--- src/rtl/stream_irq_pkg.sv ---
package stream_irq_pkg;

  localparam int MAX_CH = 8;
  localparam int REG_W  = 32;

  // Field order inside the word is fixed: software decodes these positions.
  typedef struct packed {
    logic [MAX_CH-1:0] tx_mode;
    logic [MAX_CH-1:0] tx_en;
    logic [MAX_CH-1:0] rx_mode;
    logic [MAX_CH-1:0] rx_en;
  } irq_cfg_t;

  function automatic logic [MAX_CH-1:0] ch_mask(input int n);
    logic [MAX_CH-1:0] m;
    m = '0;
    for (int i = 0; i < MAX_CH; i++) begin
      if (i < n) m[i] = 1'b1;
    end
    return m;
  endfunction

endpackage

--- src/rtl/stream_irq_cfg.sv ---
module stream_irq_cfg
  import stream_irq_pkg::*;
#(
  parameter int N_RX     = 8,
  parameter int N_TX     = 8,
  parameter int RX_DEPTH = 8,
  parameter int TX_DEPTH = 8,
  parameter int ADDR_W   = 4,
  parameter int CFG_WORD = 2
) (
  input  logic              clk,
  input  logic              rst_n,
  input  logic [ADDR_W-1:0] bus_addr,
  input  logic              bus_we,
  input  logic [REG_W-1:0]  bus_wdata,
  output logic [REG_W-1:0]  bus_rdata,
  output irq_cfg_t          cfg_q,
  output irq_cfg_t          cfg_eff
);

  localparam logic [MAX_CH-1:0] RX_CH = ch_mask(N_RX);
  localparam logic [MAX_CH-1:0] TX_CH = ch_mask(N_TX);
  localparam irq_cfg_t IMPL = '{tx_mode: TX_CH, tx_en: TX_CH,
                                rx_mode: RX_CH, rx_en: RX_CH};
  localparam irq_cfg_t FORCE = '{tx_mode: (TX_DEPTH == 1) ? TX_CH : '0,
                                 tx_en:   '0,
                                 rx_mode: (RX_DEPTH == 1) ? RX_CH : '0,
                                 rx_en:   '0};
  localparam logic [REG_W-1:0]  WMASK = IMPL & ~FORCE;
  localparam logic [ADDR_W-1:0] CFG_A = ADDR_W'(CFG_WORD);

  logic     hit;
  logic     wr_en;
  irq_cfg_t cfg_d;

  // next state
  always_comb begin
    hit   = (bus_addr == CFG_A);
    wr_en = hit & bus_we;
    cfg_d = irq_cfg_t'(bus_wdata & WMASK);
  end

  // register with explicit clock enable
  always_ff @(posedge clk or negedge rst_n) begin
    if (!rst_n) begin
      cfg_q <= '0;
    end else if (wr_en) begin
      cfg_q <= cfg_d;
    end
  end

  // forced select bits are merged on the output side
  always_comb begin
    cfg_eff   = irq_cfg_t'(cfg_q | FORCE);
    bus_rdata = hit ? REG_W'(cfg_eff) : '0;
  end

endmodule

--- src/rtl/stream_irq_cond.sv ---
module stream_irq_cond #(
  parameter int N_CH  = 8,
  parameter int DEPTH = 8,
  parameter bit IS_TX = 1'b0,
  localparam int CW   = $clog2(DEPTH + 1)
) (
  input  logic [N_CH*CW-1:0] level,
  input  logic [N_CH-1:0]    en,
  input  logic [N_CH-1:0]    mode,
  output logic               any_o
);

  localparam logic [CW-1:0] HALF = CW'(DEPTH / 2);
  localparam logic [CW-1:0] FULL = CW'(DEPTH);

  logic [N_CH-1:0] met;

  if (DEPTH == 1) begin : g_single_unused
    // depth one has no threshold; select bits carry no information here
    logic unused_mode;
    assign unused_mode = ^mode;
  end

  for (genvar i = 0; i < N_CH; i++) begin : g_ch
    logic [CW-1:0] lv;
    assign lv = level[i*CW +: CW];

    if (DEPTH == 1) begin : g_edge_only
      if (IS_TX) begin : g_tx
        assign met[i] = en[i] & (lv != FULL);
      end else begin : g_rx
        assign met[i] = en[i] & (lv != '0);
      end
    end else begin : g_select
      if (IS_TX) begin : g_tx
        assign met[i] = en[i] & (mode[i] ? (lv != FULL) : (lv < HALF));
      end else begin : g_rx
        assign met[i] = en[i] & (mode[i] ? (lv != '0) : (lv >= HALF));
      end
    end
  end

  assign any_o = |met;

endmodule

--- src/rtl/stream_irq_req.sv ---
module stream_irq_req (
  input  logic clk,
  input  logic rst_n,
  input  logic req_i,
  output logic level_o,
  output logic pulse_o
);

  logic level_d;
  logic pulse_d;

  always_comb begin
    level_d = req_i;
    pulse_d = req_i & ~level_o;
  end

  always_ff @(posedge clk or negedge rst_n) begin
    if (!rst_n) begin
      level_o <= 1'b0;
      pulse_o <= 1'b0;
    end else begin
      level_o <= level_d;
      pulse_o <= pulse_d;
    end
  end

endmodule

--- src/rtl/stream_irq_gen.sv ---
module stream_irq_gen
  import stream_irq_pkg::*;
#(
  parameter int N_RX     = 8,
  parameter int N_TX     = 8,
  parameter int RX_DEPTH = 8,
  parameter int TX_DEPTH = 8,
  parameter int ADDR_W   = 4,
  parameter int CFG_WORD = 2,
  localparam int RX_CW   = $clog2(RX_DEPTH + 1),
  localparam int TX_CW   = $clog2(TX_DEPTH + 1)
) (
  input  logic                  clk,
  input  logic                  rst_n,
  input  logic [ADDR_W-1:0]     bus_addr,
  input  logic                  bus_we,
  input  logic [31:0]           bus_wdata,
  output logic [31:0]           bus_rdata,
  input  logic [N_RX*RX_CW-1:0] rx_level,
  input  logic [N_TX*TX_CW-1:0] tx_level,
  output logic                  rx_irq,
  output logic                  tx_irq,
  output logic                  rx_irq_pulse,
  output logic                  tx_irq_pulse
);

  irq_cfg_t cfg_stored;
  irq_cfg_t cfg_eff;
  logic     rx_any;
  logic     tx_any;

  stream_irq_cfg #(
    .N_RX(N_RX), .N_TX(N_TX), .RX_DEPTH(RX_DEPTH), .TX_DEPTH(TX_DEPTH),
    .ADDR_W(ADDR_W), .CFG_WORD(CFG_WORD)
  ) u_cfg (
    .clk       (clk),
    .rst_n     (rst_n),
    .bus_addr  (bus_addr),
    .bus_we    (bus_we),
    .bus_wdata (bus_wdata),
    .bus_rdata (bus_rdata),
    .cfg_q     (cfg_stored),
    .cfg_eff   (cfg_eff)
  );

  stream_irq_cond #(.N_CH(N_RX), .DEPTH(RX_DEPTH), .IS_TX(1'b0)) u_rx_cond (
    .level (rx_level),
    .en    (cfg_eff.rx_en[N_RX-1:0]),
    .mode  (cfg_eff.rx_mode[N_RX-1:0]),
    .any_o (rx_any)
  );

  stream_irq_cond #(.N_CH(N_TX), .DEPTH(TX_DEPTH), .IS_TX(1'b1)) u_tx_cond (
    .level (tx_level),
    .en    (cfg_eff.tx_en[N_TX-1:0]),
    .mode  (cfg_eff.tx_mode[N_TX-1:0]),
    .any_o (tx_any)
  );

  stream_irq_req u_rx_req (
    .clk     (clk),
    .rst_n   (rst_n),
    .req_i   (rx_any),
    .level_o (rx_irq),
    .pulse_o (rx_irq_pulse)
  );

  stream_irq_req u_tx_req (
    .clk     (clk),
    .rst_n   (rst_n),
    .req_i   (tx_any),
    .level_o (tx_irq),
    .pulse_o (tx_irq_pulse)
  );

  // upper slices of the config are meaningful only for larger channel counts
  logic unused_cfg;
  assign unused_cfg = ^{cfg_eff, cfg_stored};

endmodule

--- config.mk ---
export PLATFORM = sky130hd
export DESIGN_NAME = stream_irq_gen
export DESIGN_NICKNAME = d
export VERILOG_FILES = /design/src/rtl/stream_irq_pkg.sv /design/src/rtl/stream_irq_cfg.sv /design/src/rtl/stream_irq_cond.sv /design/src/rtl/stream_irq_req.sv /design/src/rtl/stream_irq_gen.sv
export SDC_FILE = /design/constraint.sdc
export NUM_CORES = 1
export LEC_CHECK = 0
export BUFFER_PORTS_ARGS = -buffer_cell sky130_fd_sc_hd__buf_2
export CELL_PAD_IN_SITES_DETAIL_PLACEMENT = 2
export CELL_PAD_IN_SITES_GLOBAL_PLACEMENT = 2
export CORE_ASPECT_RATIO = 1.4
export CORE_MARGIN = 5
export CORE_UTILIZATION = 23
export CTS_CLUSTER_SIZE = 24
export DETAILED_ROUTE_END_ITERATION = 8
export MAX_ROUTING_LAYER = met4
export PLACE_DENSITY = 0.83
export SLEW_MARGIN = 30
export SYNTH_ARGS = -nofsm -noshare
export SYNTH_HDL_FRONTEND = slang
export SYNTH_SLANG_ARGS = --single-unit
--- constraint.sdc ---
create_clock -name clk -period 1.4 [get_ports clk]
set_clock_uncertainty 0.05 [all_clocks]
set_input_delay 0.14 -clock clk [delete_from_list [all_inputs] [get_ports clk]]
set_output_delay 0.14 -clock clk [all_outputs]
set_load 0.01 [all_outputs]
# Word-level counts from Yosys, hierarchy flattened

Cells that the tools add are included.

Word-level logic and storage cells: 81
Output and inout port bits: 36
Bits of input ports: 103
Bits in registers: 36

Bitwise operators: 21
Reduce and logical (&&, ||, !) cells: 10
Muxes and demuxes: 17
Equal/unequal tests: 9
Magnitude comparators: 16

Operator list:

| cell                 | number |
|---|---|
| $ge A4 B3 Y1 const B | 8 |
| $lt A4 B3 Y1 const B | 8 |
| $mux W32             | 1 |
| $ne A4 B4 Y1 const B | 8 |
| $reduce_bool A4 Y1   | 8 |
| $and A1 B1 Y1        | 19 |
| $mux W1              | 16 |
| $reduce_or A8 Y1     | 2 |
| $eq A4 B2 Y1 const B | 1 |
| $not A1 Y1           | 2 |

# Logic depth before layout (Yosys ltp)

Depth in word-level cells: 5
Mapped depth: 4
Depth with buffers taken out: 4

# Cells and area by module

Synthesis repeated with hierarchy kept, for this count alone.

Cell total of the unflattened synthesis: 184
Area total of the unflattened synthesis: 2210.9 µm²

By module, submodules not included:

| module                      | area an instance (µm²) | times used | cells each | seq. area each (µm²) |
|---|---|---|---|---|
| stream_irq_cfg              | 1789.2                 | 1          | 136        | 800.8 |
| stream_irq_cond (u_rx_cond) | 157.7                  | 1          | 21         | 0.0 |
| stream_irq_cond (u_tx_cond) | 136.4                  | 1          | 21         | 0.0 |
| stream_irq_req              | 63.8                   | 2          | 3          | 50.0 |

# Worst setup path after synthesis

No wires, ideal clock.

Path kind: input to register
Start: input port bus_addr[3]
End: register u_cfg.cfg_q (netlist bit u_cfg.cfg_eff[0])
Data required time: 1225 ps
Setup time: 125 ps
Path slack: 124 ps
Arrival time: 1101 ps
Stages on the path: 4
Path through: nor4b_4 > nand2_2 > buf_6 > mux2_4

Word-level cells in the longest chain between the ends: 2

RTL lines:

| element                | line                 | RTL |
|---|---|---|
| start: declaration     | stream_irq_gen.sv:15 | `input logic [ADDR_W-1:0] bus_addr,` |
| $eq A4 B2 Y1           | stream_irq_cfg.sv:38 | `hit = (bus_addr == CFG_A);` |
| $and A1 B1 Y1          | stream_irq_cfg.sv:39 | `wr_en = hit & bus_we;` |
| end signal: assignment | stream_irq_cfg.sv:48 | `cfg_q <= cfg_d;` |
| end: declaration       | stream_irq_cfg.sv:17 | `output irq_cfg_t cfg_q,` |

No other way between the ends.
A chain may end at the register's enable or synchronous reset.

# Worst setup path after layout

Start: input port bus_addr[0]
End: output port bus_rdata[29]

Word-level cells in the longest chain between the ends: 2

RTL lines:

| element          | line                 | RTL |
|---|---|---|
| $eq A4 B2 Y1     | stream_irq_cfg.sv:38 |  |
| $mux W32         | stream_irq_cfg.sv:55 | `bus_rdata = hit ? REG_W'(cfg_eff) : '0;` |
| end: declaration | stream_irq_gen.sv:18 | `output logic [31:0] bus_rdata,` |

No other way between the ends.

==> impl_metrics.ini <==
[outcome]
status = finished clean

[sta]
maxSlewViolCount = 0
slew_headroom = 0.710
finalSetupViolations = 0
final-hold-violation-count = 0
min_period_ns = 1.36
max_freq_mhz = 734
worst_pin_slew_ns = 0.435
finalCritPeriodShare = 0.973
finalSetupTns_ns = 0
timing.final.ws_setup_ns = 0.0376
rsz0062_at_grt = true

[clock_network]
clockBufferDepth = 2
cts_tree = built
numCtsBuffers = 5
cts_htree_levels = 2
clockRootBuffer = clkbuf_16
clkTransAtPathRegs_ns = 0.05
clock_latency_ns = 0.27
clock-sinks = 36

[power]
total_power_w = 0.00355
power.clock.fraction = 0.321
power_density_nw_per_um2 = 1160
internal_power_w = 0.00264
seqPwrFrac = 0.415
switching_power_w = 0.000908
irDropWorstVdd_mv = 0.582
combPwrFrac = 0.264
p_leak_nw = 1.68
switching_share = 0.256

[synthesis]
yosysSeqAreaShare = 0.459
syn_avg_cell_area_um2 = 12.6
syn-instance-count = 156
synth_area_leader_cell = dfrtp_1
netlist_area_um2 = 1960
ys_seq_elements = 36
synth_cell_types = 19
yosys_warnings = 0
synthTopCellsByArea = dfrtp_1 (46%), mux2_4 (23%), and2_1 (10%)
yosys.area.top_type_share = 0.459
syn-num-nets = 259

[drt]
drt_pre_antenna_iters = 4
via_per_inst = 4.48
vias = 1854
drcViolationCount = 0
routedWlPerCell_um = 18.0
ant_nets = 0
drt_iter0_drc = 11
totalWireLength_mm = 7.47

[placed_design]
dp_slack_ns = -0.149
gp_congestion = 0.782
place_area_um2 = 2840
dp_hpwl_mm = 6.20
io_buffer_count = 138
dp.cells = 403

[layout]
fill_cells = 939
multi_input_area_um2 = 1030
design_area_um2 = 3050
final_cells = 414
regArea_um2 = 901
num-nets-final = 412
area_growth_pct = 55.4
drive_above_1_share = 0.638
diodes = 0

[die]
row_count = 40
die_w_um = 88.1
coreArea_um2 = 8460
die_area_um2 = 10500
die_y_um = 119
io-pin-count = 139
initial_core_util = 0.232

[worst_setup_path]
worst-endpoint-arrival_ns = 1.17
required_ns = 1.21
cp_top_family = buffers and inverters
path_buf_inv = 4
criticalPathCategory = input pin to primary output
cpMostUsedCell = buf_2
start_kind = input pin
critical-path-slowest-cell = nor4b_4
cp-end-kind = primary output
crit_chain = buf_2 -> nor4b_4 -> buf_4 -> buf_8 -> and2_4 -> buf_2
crit_fanout = 12
max_stage_delay_ns = 0.29

[run]
cap_violations = 0

[grt]
grt_max_degree = 24
grt_pass1_vias = 2138
grtUsageTotal = 0.143
globalRouteOverflowTotal = 0
grt_pass1_wl_mm = 11.2
antenna_found_initial = 0

[worst_hold_path]
min_path_type = input pin to flip-flop
-- repair_timing --
item | CTS | global route
resized for setup | 6 | 5
setup buffers | 2 | 0
cloned | 1 | 0
setup endpoints to repair | 26 | 21
hold endpoints to repair | 15 | 0
pin swaps | 3 | 0
hold buffers | 1 | 0
-- through the flow --
step / utilization / hold WS, ns
floorplan: - / -0.206
global placement: 0.336 / 0.0605
detailed placement: 0.336 / 0.0571
CTS: 0.359 / 0.0352
global route: 0.361 / 0.0365
finish: 0.361 / 0.0435
-- cell usage after synthesis --
library cell / instances
a21oi_1: 1
nand4_1: 2
and2_1: 32
or2_2: 1
nand2_1: 1
buf_6: 3
nand2_2: 1
o21a_1: 8
o31a_1: 8
nor4b_4: 1
mux2_2: 2
mux2_4: 30
clkbuf_1: 3
dfrtp_1: 36
nor2_1: 8
and4_1: 2
o21ai_0: 8
o31ai_1: 8
o21ba_2: 1
-- registers in the layout, indices dropped and copies added, names as in the netlist --
signal / cells
u_rx_req.pulse_o: 1
u_rx_req.level_o: 1
u_cfg.cfg_eff: 32
u_tx_req.level_o: 1
u_tx_req.pulse_o: 1
-- layout by cell type (no fill, tap or decap), types with 5 or more instances in the layout --
| cell | netlist | routed |
|---|---|---|
| nor2_1 | 8 | 8 |
| dfrtp_1 | 36 | 36 |
| o31a_1 | 8 | 8 |
| buf_4 | 0 | 9 |
| o21a_1 | 8 | 8 |
| and2_1 | 32 | 31 |
| o31ai_1 | 8 | 7 |
| mux2_4 | 30 | 30 |
| buf_2 | 0 | 138 |
| clkbuf_16 | 0 | 5 |
| o21ai_0 | 8 | 5 |
-- final cells by class --
class	instances	area share
Sequential cell	36	0.295
Timing Repair Buffer	152	0.273
Clock buffer	7	0.0500
Multi-Input combinational cell	114	0.338
Tap cell	105	0.0431
-- layer usage --
metal / track usage / vias up / part of all wire
met4: 0.0312 / 0 / 0.0096
met1: 0.148 / 895 / 0.36
met3: 0.0339 / 6 / 0.091
met5: - / - / 0
met2: 0.269 / 88 / 0.54
li1: - / 865 / -
-- cells by family after synthesis --
group	count (synthesis)	share of synthesized area
AO/OA/AOI/OAI	34	0.125
multiplexers	32	0.241
flip-flops	36	0.459
AND/OR/NAND/NOR	48	0.153
buffers and inverters	6	0.0229
-- power by group through the flow --
stage               clock (W)  combinational (W)  sequential (W)
finish                0.00114           0.000935         0.00147
global route          0.00124            0.00102         0.00152
CTS                   0.00118           0.000953         0.00148
detailed placement          0           0.000929         0.00149
global placement            0           0.000885         0.00148
floorplan                   0           0.000528         0.00143
-- path summary, 6_finish.rpt --
kind | end | cells past startpoint | from | slack [ns]
setup / recovery | bus_rdata[29] | 6 | bus_addr[0] | 0.04
hold / removal | u_cfg.cfg_eff[19] | 2 | bus_wdata[19] | 0.04
setup reg to reg | u_tx_req.level_o | 4 | u_cfg.cfg_eff[28] | 0.07
hold reg to reg | u_rx_req.pulse_o | 1 | u_rx_req.level_o | 0.38
max in group asynchronous | u_cfg.cfg_eff[15] | 3 | rst_n | 0.54
min in group asynchronous | u_cfg.cfg_eff[26] | 2 | rst_n | 0.29
Note: power is estimated with default switching activity, not from simulation.
